### config.mk
export PLATFORM = sky130hd
export DESIGN_NAME = rx_slip_buffer
export DESIGN_NICKNAME = d
export VERILOG_FILES = /design/src/rtl/rsb_pkg.sv /design/src/rtl/rsb_store.sv /design/src/rtl/rsb_ptr_ctrl.sv /design/src/rtl/rx_slip_buffer.sv
export SDC_FILE = /design/constraint.sdc
export NUM_CORES = 1
export LEC_CHECK = 0
export BUFFER_PORTS_ARGS = -buffer_cell sky130_fd_sc_hd__buf_4
export CAP_MARGIN = 20
export CORE_ASPECT_RATIO = 1.5
export CORE_UTILIZATION = 63
export CTS_CLUSTER_DIAMETER = 40
export CTS_CLUSTER_SIZE = 10
export DETAILED_ROUTE_END_ITERATION = 6
export GPL_ROUTABILITY_DRIVEN = 0
export HOLD_SLACK_MARGIN = 0.15
export PLACE_DENSITY = 0.79
export SETUP_SLACK_MARGIN = 0.05
export SYNTH_ARGS = -nofsm -noshare
export SYNTH_HDL_FRONTEND = slang
export SYNTH_SLANG_ARGS = --single-unit
### constraint.sdc
create_clock -name clk -period 4 [get_ports clk]
set_input_delay 0.8 -clock clk [delete_from_list [all_inputs] [get_ports clk]]
set_output_delay 0.8 -clock clk [all_outputs]
set_load 0.02 [all_outputs]
### src/rtl/rsb_pkg.sv
package rsb_pkg;

    typedef enum logic {
        DIR_LOST   = 1'b0,
        DIR_REPEAT = 1'b1
    } slip_dir_e;

endpackage

### src/rtl/rsb_store.sv
module rsb_store #(
    parameter int DW    = 8,
    parameter int DEPTH = 64,
    parameter int AW    = 6
) (
    input  logic          clk,
    input  logic          rst_n,
    input  logic          we,
    input  logic [AW-1:0] waddr,
    input  logic [DW-1:0] wdata,
    input  logic          re,
    input  logic [AW-1:0] raddr,
    output logic [DW-1:0] rdata
);

    typedef struct packed {
        logic [DEPTH-1:0][DW-1:0] mem;
        logic [DW-1:0]            q;
    } store_t;

    store_t st_d, st_q;

    always_comb begin
        st_d = st_q;
        if (re) begin
            st_d.q = st_q.mem[raddr];
        end
        if (we) begin
            st_d.mem[waddr] = wdata;
        end
    end

    always_ff @(posedge clk) begin
        if (!rst_n) begin
            st_q <= '0;
        end else begin
            st_q <= st_d;
        end
    end

    assign rdata = st_q.q;

endmodule

### src/rtl/rsb_ptr_ctrl.sv
module rsb_ptr_ctrl
    import rsb_pkg::*;
#(
    parameter int FRAME_CH         = 32,
    parameter int AW               = 6,
    parameter int CW               = 5,
    parameter int LOW_MARK         = 2,
    parameter int HIGH_MARK        = 60,
    parameter int RESET_LAG        = 34,
    parameter int SINGLE_RESET_LAG = 16
) (
    input  logic          clk,
    input  logic          rst_n,
    input  logic          one_frame,
    input  logic          wr_en,
    input  logic          rd_en,
    input  logic          slip_clr,
    output logic [AW-1:0] wr_ptr,
    output logic [AW-1:0] rd_ptr,
    output logic          slip_evt,
    output logic          slip_flag,
    output logic          slip_dir
);

    localparam logic [AW-1:0] LOW_L   = AW'(LOW_MARK);
    localparam logic [AW-1:0] HIGH_L  = AW'(HIGH_MARK);
    localparam logic [AW-1:0] FRAME_L = AW'(FRAME_CH);
    localparam logic [CW-1:0] LAST_CH = CW'(FRAME_CH - 1);

    typedef struct packed {
        logic [AW-1:0] wr_ptr;
        logic [AW-1:0] rd_ptr;
        logic [AW-1:0] fill;
        logic          flag;
        slip_dir_e     dir;
    } ctrl_t;

    ctrl_t         st_d, st_q;
    logic [AW-1:0] wr_inc_d, rd_inc_d, lag_d;
    logic          evt_d;
    slip_dir_e     evt_dir_d;

    always_comb begin
        st_d      = st_q;
        evt_d     = 1'b0;
        evt_dir_d = DIR_LOST;
        lag_d     = '0;

        wr_inc_d = st_q.wr_ptr + AW'(1);
        rd_inc_d = st_q.rd_ptr + AW'(1);
        if (one_frame) begin
            wr_inc_d[AW-1] = 1'b0;
            rd_inc_d[AW-1] = 1'b0;
        end

        if (wr_en) st_d.wr_ptr = wr_inc_d;
        if (rd_en) st_d.rd_ptr = rd_inc_d;

        if (one_frame) begin
            if (wr_en && !rd_en) begin
                if (st_q.fill == FRAME_L) begin
                    evt_d     = 1'b1;
                    evt_dir_d = DIR_LOST;
                end else begin
                    st_d.fill = st_q.fill + AW'(1);
                end
            end else if (rd_en && !wr_en) begin
                if (st_q.fill == '0) begin
                    evt_d     = 1'b1;
                    evt_dir_d = DIR_REPEAT;
                end else begin
                    st_d.fill = st_q.fill - AW'(1);
                end
            end
        end else if (rd_en && (st_q.rd_ptr[CW-1:0] == LAST_CH)) begin
            lag_d = st_d.wr_ptr - rd_inc_d;
            if (lag_d <= LOW_L) begin
                st_d.rd_ptr = rd_inc_d - FRAME_L;
                evt_d       = 1'b1;
                evt_dir_d   = DIR_REPEAT;
            end else if (lag_d > HIGH_L) begin
                st_d.rd_ptr = rd_inc_d + FRAME_L;
                evt_d       = 1'b1;
                evt_dir_d   = DIR_LOST;
            end
        end

        if (evt_d) begin
            st_d.flag = 1'b1;
            st_d.dir  = evt_dir_d;
        end else if (slip_clr) begin
            st_d.flag = 1'b0;
            st_d.dir  = DIR_LOST;
        end
    end

    always_ff @(posedge clk) begin
        if (!rst_n) begin
            st_q.wr_ptr <= one_frame ? AW'(SINGLE_RESET_LAG) : AW'(RESET_LAG);
            st_q.rd_ptr <= '0;
            st_q.fill   <= AW'(SINGLE_RESET_LAG);
            st_q.flag   <= 1'b0;
            st_q.dir    <= DIR_LOST;
        end else begin
            st_q <= st_d;
        end
    end

    assign wr_ptr    = st_q.wr_ptr;
    assign rd_ptr    = st_q.rd_ptr;
    assign slip_evt  = evt_d;
    assign slip_flag = st_q.flag;
    assign slip_dir  = st_q.dir;

endmodule

### src/rtl/rx_slip_buffer.sv
module rx_slip_buffer #(
    parameter int DW               = 8,
    parameter int FRAME_CH         = 32,
    parameter int LOW_MARK         = 2,
    parameter int HIGH_MARK        = 60,
    parameter int RESET_LAG        = 34,
    parameter int SINGLE_RESET_LAG = 16
) (
    input  logic          clk,
    input  logic          rst_n,
    input  logic          one_frame,
    input  logic          wr_en,
    input  logic [DW-1:0] wr_data,
    input  logic          rd_en,
    output logic [DW-1:0] rd_data,
    input  logic          slip_clr,
    input  logic          irq_mask,
    output logic          slip_flag,
    output logic          slip_dir,
    output logic          irq
);

    localparam int DEPTH = 2 * FRAME_CH;
    localparam int AW    = $clog2(DEPTH);
    localparam int CW    = $clog2(FRAME_CH);

    logic [AW-1:0] wr_ptr;
    logic [AW-1:0] rd_ptr;
    logic          slip_evt;

    rsb_ptr_ctrl #(
        .FRAME_CH        (FRAME_CH),
        .AW              (AW),
        .CW              (CW),
        .LOW_MARK        (LOW_MARK),
        .HIGH_MARK       (HIGH_MARK),
        .RESET_LAG       (RESET_LAG),
        .SINGLE_RESET_LAG(SINGLE_RESET_LAG)
    ) u_ctrl (
        .clk      (clk),
        .rst_n    (rst_n),
        .one_frame(one_frame),
        .wr_en    (wr_en),
        .rd_en    (rd_en),
        .slip_clr (slip_clr),
        .wr_ptr   (wr_ptr),
        .rd_ptr   (rd_ptr),
        .slip_evt (slip_evt),
        .slip_flag(slip_flag),
        .slip_dir (slip_dir)
    );

    rsb_store #(
        .DW   (DW),
        .DEPTH(DEPTH),
        .AW   (AW)
    ) u_store (
        .clk  (clk),
        .rst_n(rst_n),
        .we   (wr_en),
        .waddr(wr_ptr),
        .wdata(wr_data),
        .re   (rd_en),
        .raddr(rd_ptr),
        .rdata(rd_data)
    );

    assign irq = slip_flag & ~irq_mask;

endmodule

* After elaboration in Yosys (flattened, before gate mapping)
Index checks and enable logic that the tools add are counted.
** Storage, ports and cells
- Input bits :: 15
- Register bits :: 540
- Word-level logic and storage cells :: 132
** Cells by class
- Order comparisons :: 5
- Bitwise logic cells :: 2
- Equal/unequal tests :: 4
- Add/sub/neg operators :: 7
- Mux-type cells :: 34
- Reduce and logical (&&, ||, !) cells :: 10
** Operator list (number)
- $bwmux 512 :: 1
- $mux 6 :: 12
- $bmux 8 s6 :: 1
- $demux 8 s6 :: 1
- $mux 20 :: 1
- $add 6x1->6 const B :: 3
- $mux 8 :: 2
- $lt 6x7->1 const B :: 2
- $mux 1 :: 14
- $add 6x6->6 const B :: 1
- $eq 6x6->1 const B :: 1
- $ge 6x1->1 const B :: 1
- $gt 6x6->1 const B :: 1
- $le 6x2->1 const B :: 1
- $logic_not 6->1 :: 1
- $sub 6x1->6 const B :: 1
- $sub 6x6->6 :: 1
- $sub 6x6->6 const B :: 1
- $eq 5x5->1 const B :: 1
- $logic_and 1x1->1 :: 4
- $mux 2 :: 2
- $reduce_and 4->1 :: 1
- $reduce_bool 2->1 :: 2
- $logic_not 1->1 :: 2
- other kinds (4) :: 4

* Logic depth before layout (Yosys ltp)
Gate-level depths: netlist of the first run.
- Depth in word-level cells :: 11
- Gate-level depth with buffers :: 16
- Mapped depth without buffers :: 12

* Modules after synthesis
Synthesis of the first run repeated with hierarchy kept, for this count alone.
** Unflattened totals
- Cell total of the unflattened synthesis :: 2671
- Area, all modules :: 26161.3 um2
** Modules (own cells, without submodules)
- rsb_store :: times used 1, cells each 2487, area each 24629.9 um2
- rsb_ptr_ctrl :: times used 1, cells each 183, area each 1517.7 um2
- rx_slip_buffer :: times used 1, cells each 1, area each 13.8 um2

* Least setup slack after synthesis of the first run
No wires, ideal clock.
- Kind :: input port to flip-flop
- Start :: in wr_en
- End :: reg, netlist name u_ctrl.rd_ptr[5]
- Path buffers :: 2
- Setup time :: 0.072 ns
- Data required time :: 3.928 ns
- Stages on the path :: 11
- Arrival :: 3.107 ns
- Setup slack :: 0.821 ns
- Cell sequence :: clkbuf_1 > clkbuf_1 > mux2_2 > fa_1 > inv_1 > xnor2_1 > xnor2_1 > nor3_1 > nand3b_1 > mux2i_1 > mux2i_1
** Between the ends
- Cells in the longest elaborated chain, start to end :: 7
- Elaborated cells between the ends (all ways) :: 8
** RTL lines
- start, declared :: line rx_slip_buffer.sv:12 : input logic wr_en,
- $mux 6 * :: line rsb_ptr_ctrl.sv:56 : if (wr_en) st_d.wr_ptr = wr_inc_d;
- $sub 6x6->6 * :: line rsb_ptr_ctrl.sv:76 : lag_d = st_d.wr_ptr - rd_inc_d;
- $gt 6x6->1 :: line rsb_ptr_ctrl.sv:81 : end else if (lag_d > HIGH_L) begin
- $mux 6 :: line rsb_ptr_ctrl.sv:81
- $mux 6 * :: line rsb_ptr_ctrl.sv:77 : if (lag_d <= LOW_L) begin
- $mux 6 * :: line rsb_ptr_ctrl.sv:75 : end else if (rd_en && (st_q.rd_ptr[CW-1:0] == LAST_CH)) begin
- $mux 6 * :: line rsb_ptr_ctrl.sv:59 : if (one_frame) begin
Mark *: on every way between the ends. The rest lies on a longest branch, timed or not.
A chain may end at the register's enable or synchronous reset.

* Worst setup path after layout of the first run
- Start :: reg, netlist name u_ctrl.wr_ptr[1]
- End :: reg, netlist name u_ctrl.rd_ptr[5]
** Between the ends
- Cells in the longest elaborated chain, start to end :: 9
- Elaborated cells between the ends (all ways) :: 10
** RTL lines
- $add 6x1->6 :: line rsb_ptr_ctrl.sv:49 : wr_inc_d = st_q.wr_ptr + AW'(1);
- $mux 1 :: line rsb_ptr_ctrl.sv:51 : if (one_frame) begin
- $mux 6 * :: line rsb_ptr_ctrl.sv:56
- $sub 6x6->6 * :: line rsb_ptr_ctrl.sv:76
- $gt 6x6->1 :: line rsb_ptr_ctrl.sv:81
- $mux 6 :: line rsb_ptr_ctrl.sv:81
- $mux 6 * :: line rsb_ptr_ctrl.sv:77
- $mux 6 * :: line rsb_ptr_ctrl.sv:75
- $mux 6 * :: line rsb_ptr_ctrl.sv:59
Marks and branches as above.

==> results of run 1 <==
-- area by class of cell --
type,count,area share (%)
timing repair buffer,89,2.88
tap,489,2.33
sequential,540,41.2
clock inverter,6,0.414
multi-input combinational,1636,47.0
inverter,11,0.186
clock buffer,66,6.04
-- logic make-up after synthesis --
| kind of cell | count (synthesis) | synth area share [%] |
|---|---|---|
| DFF | 540 | 44.9 |
| buffers and inverters | 241 | 4.07 |
| xor gates and xnor gates | 20 | 0.727 |
| AOI/OAI and AO/OA | 238 | 5.07 |
| muxes | 496 | 29.3 |
| and+or+nand+nor | 870 | 15.3 |
| adders and majority gates | 12 | 0.685 |
-- registers in the layout, summed over array words and instances, names as in the netlist --
register,flops
u_ctrl.rd_ptr,6
u_ctrl.slip_dir,1
u_ctrl.wr_ptr,6
u_ctrl.slip_flag,1
u_ctrl.st_q,6
u_store.rdata,8
u_store.st_q,512
-- cell usage in the layout (no fill, tap or decap), types with 14 or more instances in the layout --
master and count:
clkbuf_16 63, nor2_1 377, nand3_1 197, a21oi_1 214, mux4_2 168, buf_4 82
dfxtp_1 537, mux2i_1 327, xnor2_1 14, nand2_1 247
-- power groups by stage --
| stage | Sequential, uW | Clock [uW] | Combinational, uW |
|---|---|---|---|
| 2_1_floorplan | 5560 | 0 | 651 |
| 3_3_place_gp | 5610 | 0 | 804 |
| 3_5_place_dp | 5610 | 0 | 816 |
| 4_1_cts | 5490 | 5030 | 822 |
| 5_1_grt | 5500 | 5240 | 886 |
| 6_report | 5500 | 4990 | 830 |
-- per-layer routing --
layer	up-vias	GRT usage [%]	wire length (microns)
met4	6	18.9	3580
li1	8264	-	-
met3	229	5.32	4300
met1	9023	38.7	23600
met2	815	54.9	31300
met5	-	0	42
-- worst min-delay path by stage --
stage / start / endpoint / slack, ps / cells after the start
finish: u_store.st_q[272]$_SDFFE_PN0P_ / u_store.st_q[272]$_SDFFE_PN0P_ / 450 / 2
global route: u_store.st_q[276]$_SDFFE_PN0P_ / u_store.st_q[276]$_SDFFE_PN0P_ / 470 / 2
CTS: u_store.st_q[158]$_SDFFE_PN0P_ / u_store.st_q[158]$_SDFFE_PN0P_ / 450 / 2
detailed placement: u_store.st_q[158]$_SDFFE_PN0P_ / u_store.st_q[158]$_SDFFE_PN0P_ / 450 / 2
global placement: u_store.st_q[144]$_SDFFE_PN0P_ / u_store.st_q[144]$_SDFFE_PN0P_ / 440 / 2
floorplan: u_store.st_q[152]$_SDFFE_PN0P_ / u_store.st_q[152]$_SDFFE_PN0P_ / 430 / 2
-- worst max-delay path, stage by stage, from the launching register on --
cell	delay, ps
dfxtp_1	680
nand4_1	660
xor2_1	540
nor2_1	130
a21oi_1	160
nand2_1	80
xnor2_1	230
mux2i_1	360
mux2i_1	210
-- stage by stage --
| stage | hold slack [ps] | std cells | area (sq um) |
|---|---|---|---|
| after floorplan | 433 | 2417 | 24100 |
| after global placement | 438 | 2765 | 24600 |
| after detailed placement | 446 | 2765 | 24600 |
| after CTS | 452 | 2837 | 26300 |
| after global routing | 469 | 2837 | 26300 |
| final | 453 | 2837 | 26300 |
==> qor.yml, run 1 <==
outcome:
  status: "complete, but fails checks"
  violations: "DRC"
clock_network:
  h-tree-depth: 2
  clockBufferDepth: 3
  cts_tree: "done"
  clk_latency_ps: 600
  cts_setup_buffers: 0
  ctsHoldBuffers: 0
  cts_resized: 0
  cts_root_buffer: "clkbuf_16"
  clk_pin_slew_ps: 60
  cts_buffers: 61
  clock-sinks: 540
drt:
  wl_microns: 62800
  ant_nets: 0
  drc: 9
  via_count: 18300
  routedWlPerCell_microns: 22.1
  drt_iter0_drc: 1773
  dr.pass1.iters: 7
  via_per_inst: 6.46
yosys:
  synth_nets: 2444
  yosysMostFrequentCell: "dfxtp_1"
  syn_area_sq_um: 24100
  synth_top_area_share_pct: 44.9
  yosys_warnings: 0
  synth_top_cell_by_area: "dfxtp_1"
  avgSynthCellArea_sq_um: 9.97
  synth_commonest_cells: "dfxtp_1, nor2_1, mux2i_1, nand2_1, a21oi_1"
  synth_top_flop_cell: "dfxtp_1"
  synth-edff-count: 0
  synthTopCellsByArea: "dfxtp_1, mux4_2, mux2i_1"
  ys_seq_area_share_pct: 44.9
  ys_types: 44
  async_flop_share_pct: 0
  ys_ff_latch: 540
  synthCells: 2417
sta:
  clock-skew-final_ps: 14.1
  timing.final.max_slew_violations: 0
  maxSlewHeadroom_pct: 27.0
  tns_ps: 0
  finalWorstSetupSlack_ps: 885
  grt_setup_unrepaired: "no"
  worst_pin_slew_ps: 1090
  max_freq_ghz: 0.321
  setup_violations: 0
  finalCritPeriodShare_pct: 77.9
  final.min_clock_period_ps: 3110
  finalHoldViolations: 0
floorplan:
  die_h_microns: 242
  io_pins: 26
  rows: 87
  core_area_sq_um: 37700
  dieWidth_microns: 162
  dieArea_sq_um: 39000
  initial_utilization_pct: 64.0
finish:
  fin_util_pct: 69.7
  n_antenna_cell: 0
  syn_to_final_growth_pct: 9.02
  drive_above_1_share_pct: 14.6
  nets: 2366
  n_fill_cell: 2575
  regArea_sq_um: 10800
  multi_input_area_sq_um: 12300
pwr:
  power_frac_seq_pct: 48.6
  clkPwrFrac_pct: 44.1
  power_density_nw_per_um2: 431
  leakage_uw: 0.00904
  total_power_uw: 11300
  power_switching_uw: 2670
  switching_share_pct: 23.6
  irDropWorstVdd_mv: 0.423
  p_int_uw: 8650
  p_comb_share_pct: 7.3
setup_path:
  crit_type: "flop to flop"
  rrSetupSlack_ps: 890
  cp_max_fo: 17
  rr_startpoint: "u_ctrl.wr_ptr[1]$_DFF_P_"
  timing.rr.end: "u_ctrl.rd_ptr[5]$_SDFF_PN0_"
  end_kind: "flop"
  r2r_cells: 8
  critPathArrivalTime_ps: 3640
  required_ps: 4520
  crit_path_end: "u_ctrl.rd_ptr[5]$_SDFF_PN0_"
  crit_start: "u_ctrl.wr_ptr[1]$_DFF_P_"
  startpoint_type: "flop"
placed_design:
  dp_hpwl_microns: 38500
  pre_cts_ws_ps: 737
  port_buffers: 25
global_routing:
  grt_pass1_wl_microns: 99900
  grt-ovfl-total: 0
  antenna_found_initial: 3
  first_global_vias: 18400
  grt_max_degree: 152
  grtUsageTotal_pct: 32.4
hold_path:
  hp-class: "flop to flop"
job:
  cap_violations: 0
(Power assumes the default switching activity.)
==> run 2, diff against run 1 <==
Settings changed: CORE_UTILIZATION 63 to 57, PLACE_DENSITY 0.79 to 0.76.
Clock period 4 ns to 2.55 ns, I/O delays scaled along.
==> qor.yml, run 2 (synthesized netlist as in run 1, its figures left out) <==
setup_path:
  cp_common_cell: "mux4_2"
  rr_startpoint: "u_ctrl.rd_ptr[0]$_SDFF_PN0_"
  cp_num_cells: 7  # -1
  timing.rr.end: "u_store.rdata[4]$_SDFFE_PN0P_"
  max_stage_delay_ps: 590  # -90 ps
  startpoint_type: "flop"
  r2r_cells: 7  # -1
  crit_type: "flop to flop"
  critPathArrivalTime_ps: 3200  # -440 ps
  required_ps: 3050  # -1470 ps
  crit_chain: "buf_12 -> buf_12 -> mux4_2 -> mux4_2 -> mux4_2 -> mux2i_1 -> nor2_1"
  crit_start: "u_ctrl.rd_ptr[0]$_SDFF_PN0_"
  crit_family: "multiplexers"
  cp_max_fo: 9  # -8
  crit_path_end: "u_store.rdata[4]$_SDFFE_PN0P_"
  worst_path_max_delay_cell: "mux4_2"
  rrSetupSlack_ps: -150  # -1040 ps
  path_buf_inv: 2  # +2
  end_kind: "flop"
floorplan:
  die_h_microns: 254  # +5.1%
  dieWidth_microns: 170  # +5.1%
  rows: 91  # +4.6%
  dieArea_sq_um: 43100  # +10%
  initial_utilization_pct: 58.1  # -5.8 points
  io_pins: 26  # unchanged
  core_area_sq_um: 41400  # +10%
sta:
  tns_ps: -887  # -887 ps
  final.min_clock_period_ps: 2700  # -411 ps
  hold_slack_ps: 202  # -252 ps
  finalCritPeriodShare_pct: 106  # +28 points
  setup_violations: 8  # +8
  finalWorstSetupSlack_ps: -154  # -1040 ps
  grt_setup_unrepaired: "yes"
  finalHoldViolations: 0  # unchanged
  maxSlewHeadroom_pct: 39.3  # +12 points
  clock-skew-final_ps: 30.2  # +16.0 ps
  worst_pin_slew_ps: 910  # -181 ps
  max_freq_ghz: 0.370  # +15%
  timing.final.max_slew_violations: 0  # unchanged
drt:
  drc: 0  # -9
  routedWlPerCell_microns: 21.6  # -2.3%
  wl_microns: 64700  # +3.0%
  via_count: 18800  # +2.7%
  ant_nets: 0  # unchanged
  dr.pass1.iters: 6  # -1
  via_per_inst: 6.30  # -2.5%
  drt_iter0_drc: 1841  # +3.8%
finish:
  largest_register_ff_count: 512  # unchanged
  n_fill_cell: 3074  # +19%
  final_common_cell: "dfxtp_1"
  final_cell_mix: "dfxtp_1, nor2_1, mux2i_1"
  regMostFlops: "u_store.st_q"
  nets: 2448  # +3.5%
  syn_to_final_growth_pct: 14.0
  fin_util_pct: 66.3  # -3.5 points
  drive_above_1_share_pct: 18.1  # +3.6 points
placed_design:
  port_buffers: 25  # unchanged
  dp_hpwl_microns: 40900  # +6.2%
  pre_cts_ws_ps: -180  # -918 ps
clock_network:
  clk_latency_ps: 620  # +20 ps
  h-tree-depth: 2  # unchanged
  clockBufferDepth: 3  # unchanged
  clock-sinks: 540  # unchanged
  cts_root_buffer: "clkbuf_16"
  cts_buffers: 61  # unchanged
  clk_pin_slew_ps: 60  # about the same
  cts_tree: "done"
global_routing:
  grt_pass1_wl_microns: 101000  # +0.69%
  antenna_found_initial: 1  # -2
  use_met1_pct: 36.0  # -2.7 points
  grt-ovfl-total: 0  # unchanged
  grt_max_degree: 109  # -28%
  grt_busiest_layer: "met2"
  grt_util_met3_pct: 4.10  # -1.2 points
  met2_usage_pct: 51.2  # -3.6 points
  grtUsageTotal_pct: 29.8  # -2.6 points
  first_global_vias: 18500  # +0.38%
hold_path:
  hp-class: "input port to flop"
  holdPathStages: 3  # +1
outcome:
  status: "complete, but fails checks"
  violations: "setup timing"
pwr:
  irDropWorstVdd_mv: 0.534  # +26%
  power_density_nw_per_um2: 654  # +52%
  leakage_uw: 0.00957  # +5.8%
job:
  cap_violations: 0  # unchanged
## run 2: report_power, final
group          switching, uW  total (uW)  internal [uW]
Combinational            995        1660            668
Clock                   3260        7710           4450
Sequential              66.0        8570           8510
## run 2: final cells by class
type / instances / area [sq um] / share of cell area (%)
clock buffer: 66 / 1560 / 5.66
antenna: 1 / 2.50 / 0.00911
sequential: 540 / 10800 / 39.4
multi-input combinational: 1636 / 12400 / 45.3
timing repair buffer: 171 / 1780 / 6.48
tap: 558 / 698 / 2.54
inverter: 11 / 48.8 / 0.178
clock inverter: 6 / 110 / 0.401
## run 2: worst min-delay path by stage
| stage | endpoint | from |
|---|---|---|
| finish | u_ctrl.slip_dir$_SDFFE_PN0P_ | slip_clr |
| global route | u_store.st_q[16]$_SDFFE_PN0P_ | wr_data[0] |
| CTS | u_ctrl.slip_dir$_SDFFE_PN0P_ | slip_clr |
| detailed placement | u_store.st_q[272]$_SDFFE_PN0P_ | u_store.st_q[272]$_SDFFE_PN0P_ |
| global placement | u_store.st_q[143]$_SDFFE_PN0P_ | u_store.st_q[143]$_SDFFE_PN0P_ |
| floorplan | u_store.st_q[152]$_SDFFE_PN0P_ | u_store.st_q[152]$_SDFFE_PN0P_ |
## run 2: metal layers
metal	part of all wire, %	vias up
li1	-	8447
met1	38	9297
met2	50	884
met3	7.3	210
met4	5.0	0
met5	0	-
## run 2: per-stage QoR
step	instances	power (uW)	area [sq um]
finish	2989	17900	27500
global placement	2899	10300	25500
global route	2988	18400	27500
floorplan	2417	9770	24200
CTS	2973	17900	27200
detailed placement	2899	10300	25500
## run 2: what timing repair did
action / CTS / global route
endpoints found under the hold margin: 1 / 0
buffers inserted: 1 / 11
gates cloned: 0 / 4
resized for setup: 2 / 15
pin swaps: 1 / 6
hold buffers: 1 / 0
endpoints found under the setup margin: 11 / 12
## run 2: worst reg2reg max path: stages, from the launching register on
cell and delay (ps):
dfxtp_4 440, buf_12 190, buf_12 160, mux4_2 520, mux4_2 590, mux4_2 480
mux2i_1 150, nor2_1 60
==> run 3, diff against run 2 <==
Settings changed: CORE_UTILIZATION 57 to 68, PLACE_DENSITY 0.76 to 0.85.
Clock period 2.55 ns to 3.3 ns, I/O delays scaled along.
==> qor.yml, run 3 (synthesized netlist as in run 1, its figures left out) <==
floorplan:
  io_pins: 26  # unchanged
  dieArea_sq_um: 36200  # -16%
  initial_utilization_pct: 68.8  # +11 points
  dieWidth_microns: 156  # -8.3%
  die_h_microns: 233  # -8.4%
  core_area_sq_um: 35000  # -16%
  rows: 84  # -7.7%
setup_path:
  crit_family: "multiplexers"
  critPathArrivalTime_ps: 3390  # +190 ps
  worst_path_max_delay_cell: "dfxtp_1"
  crit_chain: "ha_1 -> mux2_2 -> ha_1 -> a21oi_1 -> o21ai_1 -> nand3_1 -> nand2_1 -> xnor2_1 -> mux2i_1 -> mux2i_1"
  end_kind: "flop"
  startpoint_type: "flop"
  crit_type: "flop to flop"
  max_stage_delay_ps: 580  # about the same
  path_buf_inv: 0  # -2
  required_ps: 3810  # +760 ps
  cp_max_fo: 12  # +3
sta:
  grt_setup_unrepaired: "no"
  timing.final.max_slew_violations: 0  # unchanged
  finalHoldViolations: 0  # unchanged
  final.min_clock_period_ps: 2880  # +180 ps
  maxSlewHeadroom_pct: 31.0  # -8.3 points
  max_freq_ghz: 0.347  # -6.2%
  tns_ps: 0  # +887 ps
  clock-skew-final_ps: 18.6  # -11.6 ps
  finalCritPeriodShare_pct: 87.4  # -19 points
  setup_violations: 0  # -8
  hold_slack_ps: 361  # +159 ps
  worst_pin_slew_ps: 1030  # +124 ps
finish:
  multi_input_area_sq_um: 12300  # -0.89%
  final_cell_mix: "dfxtp_1, nor2_1, mux2i_1"
  n_fill_cell: 1987  # -35%
  nets: 2382  # -2.7%
  regMostFlops: "u_store.st_q"
  syn_to_final_growth_pct: 10.5
  largest_register_ff_count: 512  # unchanged
  regArea_sq_um: 10800  # unchanged
  final_common_cell: "dfxtp_1"
  n_antenna_cell: 0  # -1
  drive_above_1_share_pct: 15.4  # -2.8 points
drt:
  routedWlPerCell_microns: 23.4  # +8.1%
  via_count: 19300  # +2.6%
  routed-wl-met3_microns: 6180  # +31%
  wl_met2_microns: 32800  # +1.2%
  drc: 1  # +1
  m1WireLength_microns: 23100  # -5.1%
  via_per_inst: 6.80  # +7.9%
  drt_iter0_drc: 2283  # +24%
  highest-signal-layer: "met5"
  wl_microns: 66500  # +2.8%
  dr.pass1.iters: 7  # +1
  ant_nets: 0  # unchanged
outcome:
  violations: "DRC"
  status: "complete, but fails checks"
global_routing:
  grtUsageTotal_pct: 36.7  # +6.8 points
  grt_max_degree: 102  # -6.4%
  grt_pass1_wl_microns: 103000  # +2.2%
  antenna_found_initial: 2  # +1
  grt-ovfl-total: 0  # unchanged
  first_global_vias: 19100  # +3.3%
clock_network:
  ctsHoldBuffers: 0  # -1
  cts_tree: "done"
  h-tree-depth: 3  # +1
  cts_resized: 0  # -2
  cts_buffers: 66  # +8.2%
  clk_latency_ps: 590  # -30 ps
  cts_setup_buffers: 0  # -1
  clk_pin_slew_ps: 50  # about the same
  clock-sinks: 540  # unchanged
  clockBufferDepth: 3  # unchanged
  cts_root_buffer: "clkbuf_16"
placed_design:
  port_buffers: 25  # unchanged
  dp_hpwl_microns: 37900  # -7.4%
job:
  cap_violations: 0  # unchanged
hold_path:
  hp-class: "input port to flop"
pwr:
  irDropWorstVdd_mv: 0.364  # -32%
  leakage_uw: 0.00923  # -3.6%
  total_power_uw: 14300  # -20%
  power_density_nw_per_um2: 537  # -18%
## run 3: cell count changes in the layout (fill, tap and decap cells not counted), moves of 3 or more
cell / before / now
xnor2_1: 11 / 14
ha_1: 7 / 10
clkbuf_16: 64 / 71
buf_12: 33 / 13
buf_4: 131 / 87
nor2_1: 374 / 377
clkbuf_8: 1 / 4
ha_4: 3 / 0
xnor2_2: 3 / 0
nor2_2: 4 / 1
## run 3: path summary, 6_finish.rpt
check                           slack (ps)                      startpoint                        endpoint  depth (start not counted)
worst min register to register         450  u_store.st_q[213]$_SDFFE_PN0P_  u_store.st_q[213]$_SDFFE_PN0P_                          2
worst max register to register         420     u_ctrl.wr_ptr[0]$_SDFF_PN0_     u_ctrl.rd_ptr[5]$_SDFF_PN0_                         10
worst min-delay path                   360                           rst_n     u_ctrl.st_q[6]$_SDFFE_PN1P_                          2
worst max-delay path                   420     u_ctrl.wr_ptr[0]$_SDFF_PN0_     u_ctrl.rd_ptr[5]$_SDFF_PN0_                         10
## run 3: routing by layer
layer	GRT usage, %	up-vias
met3	8.14	329
met5	0	-
li1	-	8319
met4	25.2	4
met2	61.5	1233
met1	41.6	9450
## run 3: cell type report
type                            instances  share of cell area, %
Multi-Input combinational cell       1636                   46.4
Sequential cell                       540                   40.7
Clock buffer                           78                   6.92
Timing Repair Buffer                  100                   3.43
Tap cell                              473                   2.22
Clock inverter                          5                  0.230
Inverter                               11                  0.183
## run 3: per-stage QoR
stage                     utilization, %  worst slack, ps  cells  area (sq um)
final                               76.0              417   2843         26600
after global routing                76.0              232   2843         26600
after CTS                           76.0              443   2843         26600
after detailed placement            70.6              332   2760         24700
after global placement              70.6              454   2760         24700
after floorplan                        -              261   2417         24100
## run 3: power breakdown
part           internal [uW]  switching (uW)
Clock                   3970            2630
Sequential              6580            72.1
Combinational            354             697
